<file path="config.mk">
export PLATFORM = sky130hd
export DESIGN_NAME = qcs_screen_ctrl
export DESIGN_NICKNAME = d
export VERILOG_FILES = /design/src/rtl/qcs_pkg.sv /design/src/rtl/qcs_down_timer.sv /design/src/rtl/qcs_limit_check.sv /design/src/rtl/qcs_seq_fsm.sv /design/src/rtl/qcs_screen_ctrl.sv
export SDC_FILE = /design/constraint.sdc
export NUM_CORES = 1
export LEC_CHECK = 0
export BUFFER_PORTS_ARGS = -buffer_cell sky130_fd_sc_hd__buf_2
export CAP_MARGIN = 20
export CORE_ASPECT_RATIO = 1.2
export CORE_MARGIN = 2
export CORE_UTILIZATION = 40
export DETAILED_ROUTE_END_ITERATION = 10
export PLACE_DENSITY = 0.69
export RECOVER_POWER = 25
export SLEW_MARGIN = 20
export SYNTH_ARGS = -nofsm -noshare
export SYNTH_HDL_FRONTEND = slang
export SYNTH_SLANG_ARGS = --single-unit
</file>
<file path="constraint.sdc">
create_clock -name clk -period 5.3 [get_ports clk]
set_input_delay 0.53 -clock clk [delete_from_list [all_inputs] [get_ports clk]]
set_output_delay 0.53 -clock clk [all_outputs]
set_load 0.03 [all_outputs]
</file>
<file path="src/rtl/qcs_pkg.sv">
package qcs_pkg;
  typedef enum logic [2:0] {
    ST_IDLE   = 3'd0,
    ST_HOLD   = 3'd1,
    ST_SETTLE = 3'd2,
    ST_SAMPLE = 3'd3,
    ST_CHECK  = 3'd4,
    ST_NEXT   = 3'd5,
    ST_DONE   = 3'd6
  } state_t;

  localparam logic [1:0] FC_PASS  = 2'b00;
  localparam logic [1:0] FC_ABS   = 2'b01;
  localparam logic [1:0] FC_DELTA = 2'b10;
endpackage

</file>
<file path="src/rtl/qcs_down_timer.sv">
module qcs_down_timer #(
  parameter int W = 16
) (
  input  logic         clk,
  input  logic         rst,
  input  logic         load,
  input  logic         en,
  input  logic [W-1:0] load_val,
  output logic         expired
);
  logic [W-1:0] cnt;

  always_ff @(posedge clk) begin
    if (rst) begin
      cnt <= '0;
    end else if (load) begin
      cnt <= load_val;
    end else if (en && (cnt != '0)) begin
      cnt <= cnt - 1'b1;
    end
  end

  assign expired = (cnt == '0);

  AST_TMR_NO_WRAP: assert property (@(posedge clk) disable iff (rst)
    (en && !load && expired) |=> expired);
endmodule

</file>
<file path="src/rtl/qcs_limit_check.sv">
module qcs_limit_check #(
  parameter int DW = 12
) (
  input  logic [DW-1:0] sample,
  input  logic [DW-1:0] prev,
  input  logic          prev_valid,
  input  logic [DW-1:0] abs_limit,
  input  logic [DW-1:0] delta_limit,
  output logic [1:0]    code
);
  import qcs_pkg::*;

  logic [DW:0] diff;
  logic [DW:0] mag;
  logic        abs_over;
  logic        delta_over;

  always_comb begin
    diff       = {1'b0, sample} - {1'b0, prev};
    mag        = diff[DW] ? (~diff + 1'b1) : diff;
    abs_over   = (sample > abs_limit);
    delta_over = prev_valid && (mag > {1'b0, delta_limit});
    code       = FC_PASS;
    if (abs_over)   code = code | FC_ABS;
    if (delta_over) code = code | FC_DELTA;
  end
endmodule

</file>
<file path="src/rtl/qcs_seq_fsm.sv">
module qcs_seq_fsm #(
  parameter int MAX_STATES = 8,
  parameter int IDXW       = 3,
  parameter int CNTW       = 4
) (
  input  logic                clk,
  input  logic                rst,
  input  logic                start,
  input  logic [CNTW-1:0]     num_states,
  input  logic                adc_valid,
  input  logic                settle_exp,
  input  logic                tmo_exp,
  output qcs_pkg::state_t     state,
  output logic [IDXW-1:0]     idx,
  output logic                at_last,
  output logic                hold,
  output logic                samp_req,
  output logic                busy,
  output logic                done
);
  import qcs_pkg::*;

  localparam int LAST_MAX = MAX_STATES - 1;

  state_t          state_d;
  logic [IDXW-1:0] last_idx;

  always_comb begin
    if (num_states == '0) begin
      last_idx = '0;
    end else if (int'(num_states) > MAX_STATES) begin
      last_idx = IDXW'(LAST_MAX);
    end else begin
      last_idx = IDXW'(num_states - 1'b1);
    end
  end

  assign at_last = (idx == last_idx);

  always_comb begin
    state_d = state;
    case (state)
      ST_IDLE:   if (start) state_d = ST_HOLD;
      ST_HOLD:   state_d = ST_SETTLE;
      ST_SETTLE: if (settle_exp) state_d = ST_SAMPLE;
      ST_SAMPLE: begin
        if (adc_valid)    state_d = ST_CHECK;
        else if (tmo_exp) state_d = ST_DONE;
      end
      ST_CHECK:  state_d = ST_NEXT;
      ST_NEXT:   state_d = at_last ? ST_DONE : ST_HOLD;
      ST_DONE:   state_d = ST_IDLE;
      default:   state_d = ST_IDLE;
    endcase
  end

  always_ff @(posedge clk) begin
    if (rst) begin
      state    <= ST_IDLE;
      idx      <= '0;
      hold     <= 1'b0;
      samp_req <= 1'b0;
      busy     <= 1'b0;
      done     <= 1'b0;
    end else begin
      state    <= state_d;
      hold     <= (state_d == ST_HOLD) || (state_d == ST_SETTLE) || (state_d == ST_SAMPLE);
      samp_req <= (state_d == ST_SAMPLE);
      busy     <= (state_d != ST_IDLE);
      done     <= (state_d == ST_DONE);
      if (state == ST_IDLE && start) begin
        idx <= '0;
      end else if (state == ST_NEXT && !at_last) begin
        idx <= idx + 1'b1;
      end
    end
  end

  AST_HOLD_ENTRY: assert property (@(posedge clk) disable iff (rst)
    (state != ST_IDLE && state != ST_NEXT) |=> (state != ST_HOLD));
  AST_SETTLE_WAIT: assert property (@(posedge clk) disable iff (rst)
    (state == ST_SETTLE && !settle_exp) |=> (state == ST_SETTLE));
  AST_IDX_BOUND: assert property (@(posedge clk) disable iff (rst)
    busy |-> (idx <= last_idx));
  AST_REQ_UNDER_HOLD: assert property (@(posedge clk) disable iff (rst)
    samp_req |-> hold);
endmodule

</file>
<file path="src/rtl/qcs_screen_ctrl.sv">
module qcs_screen_ctrl #(
  parameter int DW         = 12,
  parameter int TW         = 16,
  parameter int MAX_STATES = 8,
  parameter int IDXW       = $clog2(MAX_STATES),
  parameter int CNTW       = $clog2(MAX_STATES + 1)
) (
  input  logic            clk,
  input  logic            rst,
  input  logic            start,
  input  logic [CNTW-1:0] num_states,
  input  logic [TW-1:0]   settle_cycles,
  input  logic [TW-1:0]   sample_timeout,
  input  logic [DW-1:0]   abs_limit,
  input  logic [DW-1:0]   delta_limit,
  input  logic            adc_valid,
  input  logic [DW-1:0]   adc_data,
  output logic            hold,
  output logic [IDXW-1:0] state_idx,
  output logic            samp_req,
  output logic            busy,
  output logic            done,
  output logic            pass,
  output logic [1:0]      fail_code,
  output logic [IDXW-1:0] first_fail_idx,
  output logic            timeout_err
);
  import qcs_pkg::*;

  state_t        state;
  logic          at_last;
  logic          settle_exp;
  logic          tmo_exp;
  logic [DW-1:0] samp_q;
  logic [DW-1:0] prev_q;
  logic          have_prev;
  logic          ff_seen;
  logic [1:0]    chk_code;

  qcs_seq_fsm #(.MAX_STATES(MAX_STATES), .IDXW(IDXW), .CNTW(CNTW)) u_fsm (
    .clk(clk), .rst(rst), .start(start), .num_states(num_states),
    .adc_valid(adc_valid), .settle_exp(settle_exp), .tmo_exp(tmo_exp),
    .state(state), .idx(state_idx), .at_last(at_last), .hold(hold),
    .samp_req(samp_req), .busy(busy), .done(done)
  );

  qcs_down_timer #(.W(TW)) u_settle (
    .clk(clk), .rst(rst), .load(state == ST_HOLD), .en(state == ST_SETTLE),
    .load_val(settle_cycles), .expired(settle_exp)
  );

  qcs_down_timer #(.W(TW)) u_wait (
    .clk(clk), .rst(rst), .load(state == ST_SETTLE), .en(state == ST_SAMPLE),
    .load_val(sample_timeout), .expired(tmo_exp)
  );

  qcs_limit_check #(.DW(DW)) u_check (
    .sample(samp_q), .prev(prev_q), .prev_valid(have_prev),
    .abs_limit(abs_limit), .delta_limit(delta_limit), .code(chk_code)
  );

  always_ff @(posedge clk) begin
    if (rst) begin
      samp_q         <= '0;
      prev_q         <= '0;
      have_prev      <= 1'b0;
      ff_seen        <= 1'b0;
      first_fail_idx <= '0;
      fail_code      <= FC_PASS;
      timeout_err    <= 1'b0;
      pass           <= 1'b0;
    end else begin
      case (state)
        ST_IDLE: if (start) begin
          have_prev      <= 1'b0;
          ff_seen        <= 1'b0;
          first_fail_idx <= '0;
          fail_code      <= FC_PASS;
          timeout_err    <= 1'b0;
          pass           <= 1'b0;
        end
        ST_SAMPLE: begin
          if (adc_valid) begin
            samp_q <= adc_data;
          end else if (tmo_exp) begin
            timeout_err <= 1'b1;
            pass        <= 1'b0;
          end
        end
        ST_CHECK: begin
          fail_code <= fail_code | chk_code;
          if (chk_code != FC_PASS && !ff_seen) begin
            ff_seen        <= 1'b1;
            first_fail_idx <= state_idx;
          end
          prev_q    <= samp_q;
          have_prev <= 1'b1;
        end
        ST_NEXT: if (at_last) pass <= (fail_code == FC_PASS);
        default: ;
      endcase
    end
  end

  AST_ABS_FLAG: assert property (@(posedge clk) disable iff (rst)
    (state == ST_CHECK && samp_q > abs_limit) |=> fail_code[0]);
  AST_CODE_STICKY: assert property (@(posedge clk) disable iff (rst)
    (busy && $past(busy)) |-> ((fail_code & $past(fail_code)) == $past(fail_code)));
  AST_TMO_ENDS: assert property (@(posedge clk) disable iff (rst)
    $rose(timeout_err) |-> (done && !pass));
  AST_PASS_CLEAN: assert property (@(posedge clk) disable iff (rst)
    pass |-> (fail_code == FC_PASS && !timeout_err));
endmodule

</file>
==> reports/summary.md <==
In this run the post-CTS setup repair buffer count came out at 0. The synthesized area per cell came out at 7.968 um^2. The fraction of power consumed by combinational cells was 0.234. For this design the ratio of total power to cell area is 287.2 nW/um^2.

After detailed routing, the wire length on met1 is 5140 um. In the final routed layout, each cell accounts on average for 12.80 um. The largest total area in the synthesized netlist belongs to dfxtp_1. The dominant cell by count in the synthesized netlist was dfxtp_1. The number of antenna violations at the first check in global routing is 0, and the number of enable-type register cells in the synthesized netlist is 0.

Max-cap violations in this run came to 0. The analysis attributes to cell leakage a power of 2.455 nW. The slowest cell on the critical path is a2111oi_0. Setup repair after global routing left no endpoint under its margin.

The pre-antenna-repair detailed-routing pass consisted of 4 iterations. The via count of the first global-routing pass was 4158. The transition time of the tightest slew-check pin was 0.9660 ns. The count of buffers inserted at the top-level ports was 89; the number of placement rows was 45. The worst setup path is launched from a register. The cell depth of the worst flop-to-flop path is 15, and the sum of net half-perimeters after detailed placement is 8738 um. When the netlist entered floorplanning its net count stood at 753.

After the flow finishes, the layout carries non-filler instances totaling 884. The initial standard-cell utilization of the core was 0.4048. The tools report the core footprint as 12500 um^2. Summed over all nets, the switching power comes to 0.0005062 W.

The top cell type's share of synthesized area works out to 0.2967. The synthesized netlist occupies a cell area of 5060 um^2. In this run the vertical extent of the chip is 127.2 um. The total detailed-routing wirelength is 11310 um. Nature of the critical path endpoint: a register.

The clock tree root buffer cell was clkbuf_16. The uppermost metal layer occupied by signal nets was met4. The worst-case IR drop observed on VDD is 0.2087 mV. Walking the worst path, the cells encountered are inv_1 > ha_1 > fa_1 > nor2b_1 > o22ai_1 > xnor2_1 > a2111oi_0 > a31oi_1 > xnor2_1 > ha_1 > a211o_1 > a2111oi_0 > or2_2 > a21boi_0 > o21ba_2.

The run gives 868 as the number of cells in the design after placement. The dominant register cell in the synthesized netlist was dfxtp_1. The final setup skew came out at 0.01012 ns. At the end of the flow, the number of nets in the layout was 833. The logs give 0 for the number of buffers inserted for hold repair after clock tree synthesis and 0.34 ns for the insertion delay to the later sink of the worst-skew pair. For this run, the number of Yosys warnings is 0.

The die covers 13570 um^2. Counting flops and latches in the post-synthesis netlist gives 75. The tools report the number of max-slew violations in the final report as 0. The sequential share of power was 0.389; the via density per instance was 5.117. The proportion of total power due to net switching came out at 0.2968. Counting the buffers created by CTS gives 9.

The tools report the number of gates given a new drive strength after cts as 0. The final total negative setup slack is 0 ns. At the worst endpoint, the arrival time is 4.50 ns.

The H-tree was split into 3 levels. Clock-pin slew was measured on the worst setup and hold paths at 0.06 ns. The share of async-settable or async-resettable flops after synthesis is 0, and the final number of setup-violating endpoints is 0.

CTS saw 75 sinks. The total vias in the final route is 4523, and the buffers plus inverters on the worst setup path is 1. Sorting the synthesized cells by how often they occur yields dfxtp_1 (75), nand2_1 (72), nor2_1 (70).

Global-route total usage across every layer: 0.1712. For the clock tree buffer depth, the log shows 2. The path class of the lowest-slack min-delay path was input port to register. The run gives 0.377 as the clock network fraction of design power.

The post-layout worst setup margin came out at 1.030 ns. 0 antenna diodes ended up in the layout. The number of cells on the critical path was 15; the fmax was 0.2342 GHz. The largest net degree at the start of global routing is 50, and the area occupied by multi-input gates is 3293 um^2. The cell-internal power was 0.001199 W.

After the first detailed-routing iteration, the DRC count stood at 152. The part of the cycle the worst path needs is 0.8056. The number of filler instances in the final layout is 1301, and the pre-CTS setup slack is 1.039 ns. Wire segments on met3 add up to 553 um in the final route. 90 I/O pins were placed.

From left edge to right edge, the die measures 106.7 um. Compared with the post-synthesis result, the final layout area differs by 17.36%. Biggest cell delay along the critical path: 0.67 ns. The run finished with clean final reports. Subtracting the final worst setup slack from the clock period gives 4.270 ns. The post-synthesis sequential area ratio came out at 0.2967.

The total overflow left after global routing is 0. Ranked by total cell area, the synthesized netlist is headed by dfxtp_1 (30%), ha_1 (10%), nand2_1 (5.3%). Of all nets on the critical path, the largest fanout is 4. The cell count after synthesis came out at 635. For the share of the core filled with cells, the log shows 0.4751.

The sequential cells in the finished layout cover a total of 1501 um^2. The tools report the number of nets still failing antenna checks after routing as 0. The congestion estimate from routability-driven global placement came to 0.9067. The netlist uses 67 different library cells. Detailed routing placed a total of 5504 um of wire on met2. The first global-routing pass estimated 18990 um of wire.

The cell family with the largest share of critical-path delay was compound AO/OA/AOI/OAI gates. TritonCTS built the clock tree. The number of hold violations in the final report came out at 0. The critical path is of the register to register type. Counting instances, the worst hold path has a depth of 3.

STA puts the critical path data required time at 5.53 ns. The ratio of cells with drive above 1 in the final layout was 0.1667; the relative slew slack was 0.3544. For this run, design rule violations remaining after detail routing come to 0.
cells by family (layout without fill, tap and decap cells):
logic type	after synthesis	count (layout)	synth area share
AOI/OAI and AO/OA	143	143	0.1949
and+or+nand+nor	248	248	0.2493
buffers and inverters	70	155	0.05366
muxes	5	5	0.009892
adders and majority gates	43	43	0.1073
DFF	75	75	0.2967
xor gates and xnor gates	51	51	0.08828
path summary, 6_finish.rpt:
| kind | to | slack, ns | startpoint |
|---|---|---|---|
| setup / recovery | fail_code[1]$_SDFFE_PP0P_ | 1.03 | samp_q[0]$_SDFFE_PP0P_ |
| hold / removal | u_wait.cnt[1]$_SDFFE_PP0P_ | 0.43 | sample_timeout[1] |
| setup reg to reg | fail_code[1]$_SDFFE_PP0P_ | 1.03 | samp_q[0]$_SDFFE_PP0P_ |
| hold reg to reg | ff_seen$_SDFFE_PP0P_ | 0.45 | ff_seen$_SDFFE_PP0P_ |
layer usage:
layer,GRT usage,up-vias
met4,0.04813,0
met5,0,-
li1,-,2388
met3,0.03673,11
met1,0.2126,2026
met2,0.2982,98
worst register-to-register path, stage by stage, from the launching register on:
cell	delay, ns
dfxtp_1	0.34
inv_1	0.06
ha_1	0.22
fa_1	0.40
nor2b_1	0.22
o22ai_1	0.14
xnor2_1	0.19
a2111oi_0	0.67
a31oi_1	0.21
xnor2_1	0.19
ha_1	0.21
a211o_1	0.28
a2111oi_0	0.58
or2_2	0.21
a21boi_0	0.07
o21ba_2	0.19
metrics by stage:
stage          area, um^2  hold WS, ns  total power, W
6_report             5938       0.4281        0.001705
5_1_grt              5938       0.4365        0.001798
4_1_cts              5954       0.4256        0.001725
3_5_place_dp         5635       0.4461        0.001073
3_3_place_gp         5635       0.4415        0.001071
2_1_floorplan        5060       0.4329       0.0009780
cells in the final DEF (no fill, tap or decap), drive strengths merged, types with 3 or more instances in the layout:
| master | netlist | layout |
|---|---|---|
| a211oi | 31 | 31 |
| a21o | 14 | 14 |
| a21oi | 48 | 48 |
| a311oi | 3 | 3 |
| a31oi | 8 | 8 |
| and3 | 6 | 6 |
| buf | 2 | 76 |
| clkbuf | 19 | 24 |
| clkinv | 1 | 4 |
| dfxtp | 75 | 75 |
| ha | 41 | 41 |
| inv | 48 | 48 |
| mux2i | 5 | 5 |
| nand2 | 73 | 73 |
| nand2b | 10 | 10 |
| nand3 | 11 | 11 |
| nand3b | 4 | 4 |
| nand4 | 10 | 10 |
| nor2 | 70 | 70 |
| nor2b | 10 | 10 |
| nor3 | 21 | 21 |
| nor4 | 10 | 10 |
| o211ai | 4 | 4 |
| o21a | 5 | 5 |
| o21ai | 11 | 11 |
| o21bai | 3 | 3 |
| or2 | 4 | 4 |
| or3 | 7 | 7 |
| or4 | 3 | 3 |
| xnor2 | 30 | 30 |
| xor2 | 21 | 21 |
cell type report:
class | count | share of cell area
repair buffers | 90 | 0.07332
inverters | 49 | 0.03097
well taps | 164 | 0.03456
clock buffers | 10 | 0.03856
flip-flops and latches | 75 | 0.2528
clock inverters | 6 | 0.01517
multi-input cells | 490 | 0.5546
power groups by stage:
stage | combinational [W] | clock, W | sequential [W]
after global routing | 0.000449 | 0.000679 | 0.000670
final | 0.000399 | 0.000644 | 0.000663
after floorplan | 0.000306 | 0 | 0.000673
after CTS | 0.000403 | 0.000660 | 0.000663
after detailed placement | 0.000399 | 0 | 0.000674
after global placement | 0.000397 | 0 | 0.000675
sequential cells by signal (all words and copies together) (netlist names):
register and cells:
pass 1, samp_q 12, ff_seen 1, prev_q 12, have_prev 1, first_fail_idx 3
u_wait.cnt 16, u_fsm.state 3, u_fsm.idx 3, timeout_err 1, u_fsm.busy 1, u_fsm.done 1
u_settle.cnt 16, u_fsm.hold 1, u_fsm.samp_req 1, fail_code 2
Power figures use the tool's default switching activity.
